## config.mk

```make
export PLATFORM = sky130hd
export DESIGN_NAME = useq_top
export DESIGN_NICKNAME = d
export VERILOG_FILES = /design/src/rtl/useq_pkg.sv /design/src/rtl/useq_xlate.sv /design/src/rtl/useq_store.sv /design/src/rtl/useq_nxt.sv /design/src/rtl/useq_top.sv
export SDC_FILE = /design/constraint.sdc
export NUM_CORES = 1
export LEC_CHECK = 0
export BUFFER_PORTS_ARGS = -buffer_cell sky130_fd_sc_hd__buf_2
export CORE_ASPECT_RATIO = 1.2
export CORE_MARGIN = 5
export CORE_UTILIZATION = 29
export CTS_BUF_LIST = sky130_fd_sc_hd__clkbuf_16
export DETAILED_ROUTE_END_ITERATION = 12
export GPL_TIMING_DRIVEN = 1
export PLACE_DENSITY = 0.55
export REMOVE_ABC_BUFFERS = 1
export SYNTH_ARGS = -nofsm -noshare
export SYNTH_HDL_FRONTEND = slang
export SYNTH_SLANG_ARGS = --single-unit
```

## constraint.sdc

```tcl
create_clock -name clk -period 2.5 [get_ports clk]
set_clock_uncertainty 0.1 [all_clocks]
set_input_delay 0 -clock clk [delete_from_list [all_inputs] [get_ports clk]]
set_output_delay 0 -clock clk [all_outputs]
set_load 0.01 [all_outputs]
```

## src/rtl/useq_pkg.sv

```systemverilog
package useq_pkg;
  typedef enum logic [2:0] {
    SEQ_INC  = 3'd0,
    SEQ_JMP  = 3'd1,
    SEQ_CALL = 3'd2,
    SEQ_RET  = 3'd3,
    SEQ_DISP = 3'd4
  } seq_op_e;
endpackage

```

## src/rtl/useq_xlate.sv

```systemverilog
module useq_xlate #(
  parameter int AW   = 11,
  parameter int OPW  = 16,
  parameter int NENT = 4,
  parameter logic [NENT*OPW-1:0] XL_MASK  = '0,
  parameter logic [NENT*OPW-1:0] XL_MATCH = '0,
  parameter logic [NENT*AW-1:0]  XL_TGT   = '0,
  parameter logic [AW-1:0]       ILL_ADDR = '0
) (
  input  logic [OPW-1:0] opcode,
  output logic [AW-1:0]  disp_addr
);
  logic [NENT-1:0] hit;

  // one comparator per table entry
  for (genvar e = 0; e < NENT; e++) begin : g_ent
    assign hit[e] = ((opcode & XL_MASK[e*OPW +: OPW]) == XL_MATCH[e*OPW +: OPW]);
  end

  // lowest index wins: scan from the top so lower entries overwrite
  always_comb begin
    disp_addr = ILL_ADDR;
    for (int e = NENT - 1; e >= 0; e--) begin
      if (hit[e]) disp_addr = XL_TGT[e*AW +: AW];
    end
  end
endmodule

```

## src/rtl/useq_store.sv

```systemverilog
module useq_store #(
  parameter int AW         = 11,
  parameter int DW         = 22,
  parameter int BANK_WORDS = 512,
  parameter int MAX_BANKS  = 3,
  parameter logic [MAX_BANKS-1:0] BANK_MASK = '1
) (
  input  logic [AW-1:0] addr,
  output logic [DW-1:0] word,
  output logic          missing
);
  localparam int BANK_AW = $clog2(BANK_WORDS);
  localparam int BSW     = AW - BANK_AW;
  localparam int NSLOT   = 1 << BSW;

  logic [NSLOT-1:0] fitted;
  logic [BSW-1:0]   bank_idx;
  logic [DW-1:0]    pattern;

  for (genvar b = 0; b < NSLOT; b++) begin : g_slot
    if (b < MAX_BANKS) begin : g_real
      assign fitted[b] = BANK_MASK[b];
    end else begin : g_void
      assign fitted[b] = 1'b0;
    end
  end

  assign bank_idx = addr[AW-1:BANK_AW];
  assign pattern  = DW'({addr, ~addr});

  always_comb begin
    missing = ~fitted[bank_idx];
    word    = missing ? '0 : pattern;
  end
endmodule

```

## src/rtl/useq_nxt.sv

```systemverilog
module useq_nxt
  import useq_pkg::*;
#(
  parameter int AW = 11,
  parameter logic [AW-1:0] INT_VEC = '0
) (
  input  logic [AW-1:0] lc_q,
  input  logic [AW-1:0] ret_q,
  input  logic [2:0]    seq_op,
  input  logic [AW-1:0] jmp_tgt,
  input  logic [AW-1:0] disp_addr,
  input  logic          int_pend,
  input  logic          int_test,
  output logic [AW-1:0] lc_d,
  output logic          ret_we,
  output logic [AW-1:0] ret_d
);
  seq_op_e op;
  logic    take_int;

  assign op       = seq_op_e'(seq_op);
  assign take_int = int_pend & int_test;
  assign ret_d    = lc_q + AW'(1);

  always_comb begin
    lc_d   = lc_q + AW'(1);
    ret_we = 1'b0;
    if (take_int) begin
      lc_d = INT_VEC;
    end else begin
      case (op)
        SEQ_JMP:  lc_d = jmp_tgt;
        SEQ_CALL: begin
          lc_d   = jmp_tgt;
          ret_we = 1'b1;
        end
        SEQ_RET:  lc_d = ret_q;
        SEQ_DISP: lc_d = disp_addr;
        default:  lc_d = lc_q + AW'(1);
      endcase
    end
  end
endmodule

```

## src/rtl/useq_top.sv

```systemverilog
module useq_top #(
  parameter int AW         = 11,
  parameter int DW         = 22,
  parameter int OPW        = 16,
  parameter int BANK_WORDS = 512,
  parameter int MAX_BANKS  = 3,
  parameter logic [MAX_BANKS-1:0] BANK_MASK = 3'b011,
  parameter int NENT       = 4,
  parameter logic [NENT*OPW-1:0] XL_MASK  = {16'hFF00, 16'hF000, 16'hFFC0, 16'hFFFF},
  parameter logic [NENT*OPW-1:0] XL_MATCH = {16'h0A00, 16'h1000, 16'h0A00, 16'h0000},
  parameter logic [NENT*AW-1:0]  XL_TGT   = {11'h100, 11'h0C0, 11'h080, 11'h040},
  parameter logic [AW-1:0] ILL_ADDR = 11'h7F0,
  parameter logic [AW-1:0] INT_VEC  = 11'h010
) (
  input  logic           clk,
  input  logic           rst_n,
  input  logic           step,
  input  logic [2:0]     seq_op,
  input  logic [AW-1:0]  jmp_tgt,
  input  logic           int_pend,
  input  logic           int_test,
  input  logic [OPW-1:0] opcode,
  output logic [AW-1:0]  uaddr,
  output logic [DW-1:0]  uword,
  output logic           bank_missing
);
  logic          rst_s1, rst_q;
  logic [AW-1:0] lc_q, lc_d, ret_q, ret_d, disp_addr;
  logic          ret_we;

  // reset: asynchronous assertion, synchronous release
  always_ff @(posedge clk or negedge rst_n) begin
    if (!rst_n) begin
      rst_s1 <= 1'b0;
      rst_q  <= 1'b0;
    end else begin
      rst_s1 <= 1'b1;
      rst_q  <= rst_s1;
    end
  end

  useq_xlate #(
    .AW(AW), .OPW(OPW), .NENT(NENT), .XL_MASK(XL_MASK),
    .XL_MATCH(XL_MATCH), .XL_TGT(XL_TGT), .ILL_ADDR(ILL_ADDR)
  ) u_xlate (
    .opcode(opcode), .disp_addr(disp_addr)
  );

  useq_nxt #(.AW(AW), .INT_VEC(INT_VEC)) u_nxt (
    .lc_q(lc_q), .ret_q(ret_q), .seq_op(seq_op), .jmp_tgt(jmp_tgt),
    .disp_addr(disp_addr), .int_pend(int_pend), .int_test(int_test),
    .lc_d(lc_d), .ret_we(ret_we), .ret_d(ret_d)
  );

  always_ff @(posedge clk or negedge rst_q) begin
    if (!rst_q) begin
      lc_q  <= '0;
      ret_q <= '0;
    end else if (step) begin
      lc_q <= lc_d;
      if (ret_we) ret_q <= ret_d;
    end
  end

  useq_store #(
    .AW(AW), .DW(DW), .BANK_WORDS(BANK_WORDS),
    .MAX_BANKS(MAX_BANKS), .BANK_MASK(BANK_MASK)
  ) u_store (
    .addr(lc_q), .word(uword), .missing(bank_missing)
  );

  assign uaddr = lc_q;


  a_r2_increment: assert property (@(posedge clk) disable iff (!rst_q)
    (step && !(int_pend && int_test) && (seq_op == 3'd0 || seq_op > 3'd4))
      |=> uaddr == $past(uaddr) + AW'(1));

  a_r3_jump: assert property (@(posedge clk) disable iff (!rst_q)
    (step && !(int_pend && int_test) && seq_op == 3'd1) |=> uaddr == $past(jmp_tgt));

  a_r4_call_saves: assert property (@(posedge clk) disable iff (!rst_q)
    (step && !(int_pend && int_test) && seq_op == 3'd2)
      |=> (ret_q == $past(uaddr) + AW'(1)) && (uaddr == $past(jmp_tgt)));

  a_r5_return: assert property (@(posedge clk) disable iff (!rst_q)
    (step && !(int_pend && int_test) && seq_op == 3'd3) |=> uaddr == $past(ret_q));

  a_r7_int_vector: assert property (@(posedge clk) disable iff (!rst_q)
    (step && int_pend && int_test) |=> (uaddr == INT_VEC) && $stable(ret_q));

  a_r8_missing_zero: assert property (@(posedge clk) disable iff (!rst_q)
    bank_missing |-> uword == '0);

  a_r9_hold: assert property (@(posedge clk) disable iff (!rst_q)
    !step |=> $stable(uaddr) && $stable(ret_q));
endmodule

```

==> impl_summary.md <==
Logic synthesis
The main combinational cell family by area after synthesis is compound AO/OA/AOI/OAI gates. The async set-or-reset flop fraction in the synthesized netlist is 100.0%. The mean instance size in the synthesized netlist is about 8.4 um2. The mux contribution to synthesized area is around 7.3%. The cell type with the largest total area after synthesis is sky130_fd_sc_hd__dfrtp_1. The most used flip-flop cell after synthesis is sky130_fd_sc_hd__dfrtp_1.

Of the total synthesized cell area, the portion taken by AND, OR, NAND and NOR gates is 23.39%. The fraction of the yosys area taken by sequential cells is 32.54%. The share of synthesized area in the top cell type comes to 32.54%. The xor/xnor cell area share of the yosys netlist is 1.898%. The number of enable-type register cells in the synthesized netlist is 0. The fraction of the mapped netlist area in adder cells is 0.6780%.

During synthesis, Yosys emitted a total of 0 warnings. The area fraction in compound gates after synthesis is 26.64%. The count of state elements after synthesis is 24. By area the synthesized netlist is led by sky130_fd_sc_hd__dfrtp_1, sky130_fd_sc_hd__nor2_1, sky130_fd_sc_hd__mux2i_1. Summing every instance area after synthesis gives 1846 um2.

The cell count after synthesis came out at between 200 and 250. The number of distinct library cells after synthesis is between 50 and 60.

Final layout
The cell area after layout is around 2300 um2. The filler cell count is around 700. The area taken by multi-input logic gates is approximately 1100 um2. In the final design database the tool counted 320 nets. The register area is 600.6 um2. Compared with the post-synthesis result, the final layout area differs by 25.83%. The count of antenna diodes in the layout is 0. Of the cells placed in the final design, the portion with a size suffix greater than 1 is between 30% and 40%. The library cell used most frequently in the layout, excluding fill and tap cells, is sky130_fd_sc_hd__buf_2. In the layout the commonest cells are sky130_fd_sc_hd__buf_2, sky130_fd_sc_hd__nor2_1, sky130_fd_sc_hd__dfrtp_1. The non-filler instance count after layout is 364.

The post-layout utilization of the core is 37.89%.

Clock network
The root buffer cell chosen for the clock tree is sky130_fd_sc_hd__clkbuf_16. In this run the deepest clock path goes through 2 buffers. The clock sink count is 24. Clock-pin slew was measured on the worst setup and hold paths at 0.06 ns.

The number of resized instances in the post-cts repair step is 0. Buffers inserted during clock tree synthesis total 3. The TritonCTS clock tree is yes. Once the clock tree was built, the setup fixing pass inserted 0 buffers.

CTS built an H-tree with a depth of 1. The clock insertion delay at the later pin of the skew report is 0.26 ns.

Setup path
The worst register-to-register path begins at uaddr[0]$_DFFE_PN0P_. In this run the critical register-to-register path is captured at uaddr[10]$_DFFE_PN0P_. The largest fanout of any net on the critical path is 8. Counting cells, the worst reg-to-reg path comes to 5. The worst setup path is of the flop to flop kind.

The endpoint kind of the worst setup timing path is a flop. The data arrival time of the critical path is 1.86 ns. STA classifies the critical path startpoint as a flop.

The reg2reg setup slack is 0.68 ns. STA puts the critical path data required time at roughly 2.5 ns.

Drt
The amount of wire on met3 after detailed routing is ~310 um. The first routing iteration left between 90 and 100 violations. The first TritonRoute pass finished after 4 iterations. The average vias per placed instance is between 5 and 6. After detailed routing, the wire length on met1 is 2588 um.

In this run the remaining antenna-violating nets after routing total 0. After detailed routing, the number of remaining DRC violations is 0. The total number of vias is 1869. The met2 wire length is 2896 um. The wire length after detailed routing is about 6000 um. After detailed routing, the average wire length per cell comes to 16.19 um. The highest routed metal layer is met4.

Floorplan
The initial core utilization is 30.11%. From bottom edge to top edge, the die measures 97.39 um. In this run the standard cell core region covers 6128 um2. The die is 82.83 um wide. The die covers 8066 um2.

The floorplan has 31 rows. The top-level I/O count is between 60 and 70.

Timing
Final hold analysis gives a worst-case slack of ~0.027 ns. Setup repair after global routing left no endpoint under its margin. The share of the cycle needed by the critical path after routing is 72.86%. At the pin with the least slew margin, the transition time is 0.9846 ns. The smallest clock period supported by the final layout is computed as 1.822 ns. The number of setup violations in the final report is 0. The aggregate negative setup slack is 0 ns. The final number of max-transition violations came to 0. The setup slack after layout is 0.6784 ns.

Based on the critical path, the design can be clocked at up to 549.0 MHz. The count of endpoints failing hold in the final timing report is 0. Headroom to the max-slew limit came out at 34.36%.

Run
The number of max-capacitance violations reported is 0.

Global route
Global routing finished with a remaining overflow of 0. The via count of the first global-routing pass is 1885. The overall global routing resource usage is 14.80%. The maximum number of pins on one net before global-route repair is 26.

The first global-routing pass estimated 9846 um of wire. The initial antenna violation count came to 0.

Pwr
The peak supply drop is roughly 0.25 mV. The total power is 1.383 mW. The leakage power total is 1.054 nW. For this design the ratio of total power to cell area is 595.4 nW/um2.

Place
The placed instances occupy a cell area of 2227 um2. The congestion estimate from routability-driven global placement came to 0.8474. The placement-stage worst setup slack is 0.7050 ns.

The number of placed cells counting well taps is 359. The number of port buffers is 67. Detailed placement ended at an HPWL of 4554 um.

Min path
For hold timing, the worst endpoint is uaddr[3]$_DFFE_PN0P_. The classification of the worst-slack hold path is primary input to flop. The startpoint identified for the worst hold timing path is step. The worst hold path passes through 2 cells.

Outcome
The flow ran to the end, and the final reports show no timing, DRC or antenna violations.
==> worst max-delay path: stages (launching register included) <==
cell and delay, ns:
sky130_fd_sc_hd__dfrtp_1 0.48, sky130_fd_sc_hd__ha_1 0.34, sky130_fd_sc_hd__nand2_1 0.13, sky130_fd_sc_hd__o31a_1 0.32, sky130_fd_sc_hd__o41ai_2 0.27, sky130_fd_sc_hd__a21oi_1 0.06
==> where the power goes <==
group | total, mW | leakage, nW | internal [mW] | switching [mW]
registers | 0.563 | 0.299 | 0.461 | 0.103
logic | 0.459 | 0.719 | 0.212 | 0.247
clock network | 0.360 | 0.0370 | 0.212 | 0.148
==> sequential cells by signal, indices dropped and copies added (netlist names) <==
| name | flops |
|---|---|
| ret_q | 11 |
| uaddr | 11 |
| rst_q | 1 |
| rst_s1 | 1 |
==> cells in the mapped netlist, types with 3 or more instances <==
cell type                   count
sky130_fd_sc_hd__a21oi_1        8
sky130_fd_sc_hd__a22oi_1        6
sky130_fd_sc_hd__a2bb2oi_1      4
sky130_fd_sc_hd__buf_2          3
sky130_fd_sc_hd__buf_4          5
sky130_fd_sc_hd__clkbuf_1       6
sky130_fd_sc_hd__dfrtp_1       24
sky130_fd_sc_hd__inv_1         12
sky130_fd_sc_hd__mux2_2         4
sky130_fd_sc_hd__mux2i_1        9
sky130_fd_sc_hd__nand2_1       17
sky130_fd_sc_hd__nand3_1        6
sky130_fd_sc_hd__nor2_1        29
sky130_fd_sc_hd__nor2b_1        5
sky130_fd_sc_hd__nor3_1         6
sky130_fd_sc_hd__nor4_1         4
sky130_fd_sc_hd__o21a_1         3
sky130_fd_sc_hd__o21ai_0       17
sky130_fd_sc_hd__o221ai_1       4
sky130_fd_sc_hd__o31a_1         3
==> per-layer routing <==
layer  GRT usage [%]  vias to the layer above
li1                -                      929
met1           18.73                      874
met2           25.37                       59
met3           2.205                        7
met4           5.283                        0
met5               0                        -
==> area by class of cell <==
class                   instances  share of cell area, %
repair buffers                 73                  16.59
multi-input cells             170                  47.95
flip-flops and latches         24                  25.86
clock buffers                   3                  3.233
well taps                      82                  4.418
inverters                      12                  1.940
==> cells by family (layout without fill, tap and decap cells) <==
kind of cell               after synthesis  in the layout
AOI/OAI and AO/OA                       67             67
xor gates and xnor gates                 4              4
adders and majority gates                1              1
buffers and inverters                   27             88
DFF                                     24             24
muxes                                   13             13
other                                    2              2
and+or+nand+nor                         83             83
==> what timing repair did <==
item / CTS / global route
hold buffers: 2 / 0
endpoints found under the hold margin: 2 / 0
setup endpoints to repair: 0 / 0
==> how the worst max path moves through the flow <==
| stage | from | to | slack (ns) | depth (start not counted) |
|---|---|---|---|---|
| floorplan | uaddr[0]$_DFFE_PN0P_ | uaddr[10]$_DFFE_PN0P_ | 0.81 | 5 |
| global placement | uaddr[0]$_DFFE_PN0P_ | uaddr[10]$_DFFE_PN0P_ | 0.76 | 5 |
| detailed placement | uaddr[0]$_DFFE_PN0P_ | uaddr[10]$_DFFE_PN0P_ | 0.70 | 5 |
| CTS | uaddr[0]$_DFFE_PN0P_ | uaddr[10]$_DFFE_PN0P_ | 0.68 | 5 |
| global route | uaddr[0]$_DFFE_PN0P_ | ret_q[10]$_DFFE_PN0P_ | 0.48 | 5 |
| finish | uaddr[0]$_DFFE_PN0P_ | uaddr[10]$_DFFE_PN0P_ | 0.68 | 5 |
No activity file was read; power rests on OpenSTA's default activity.
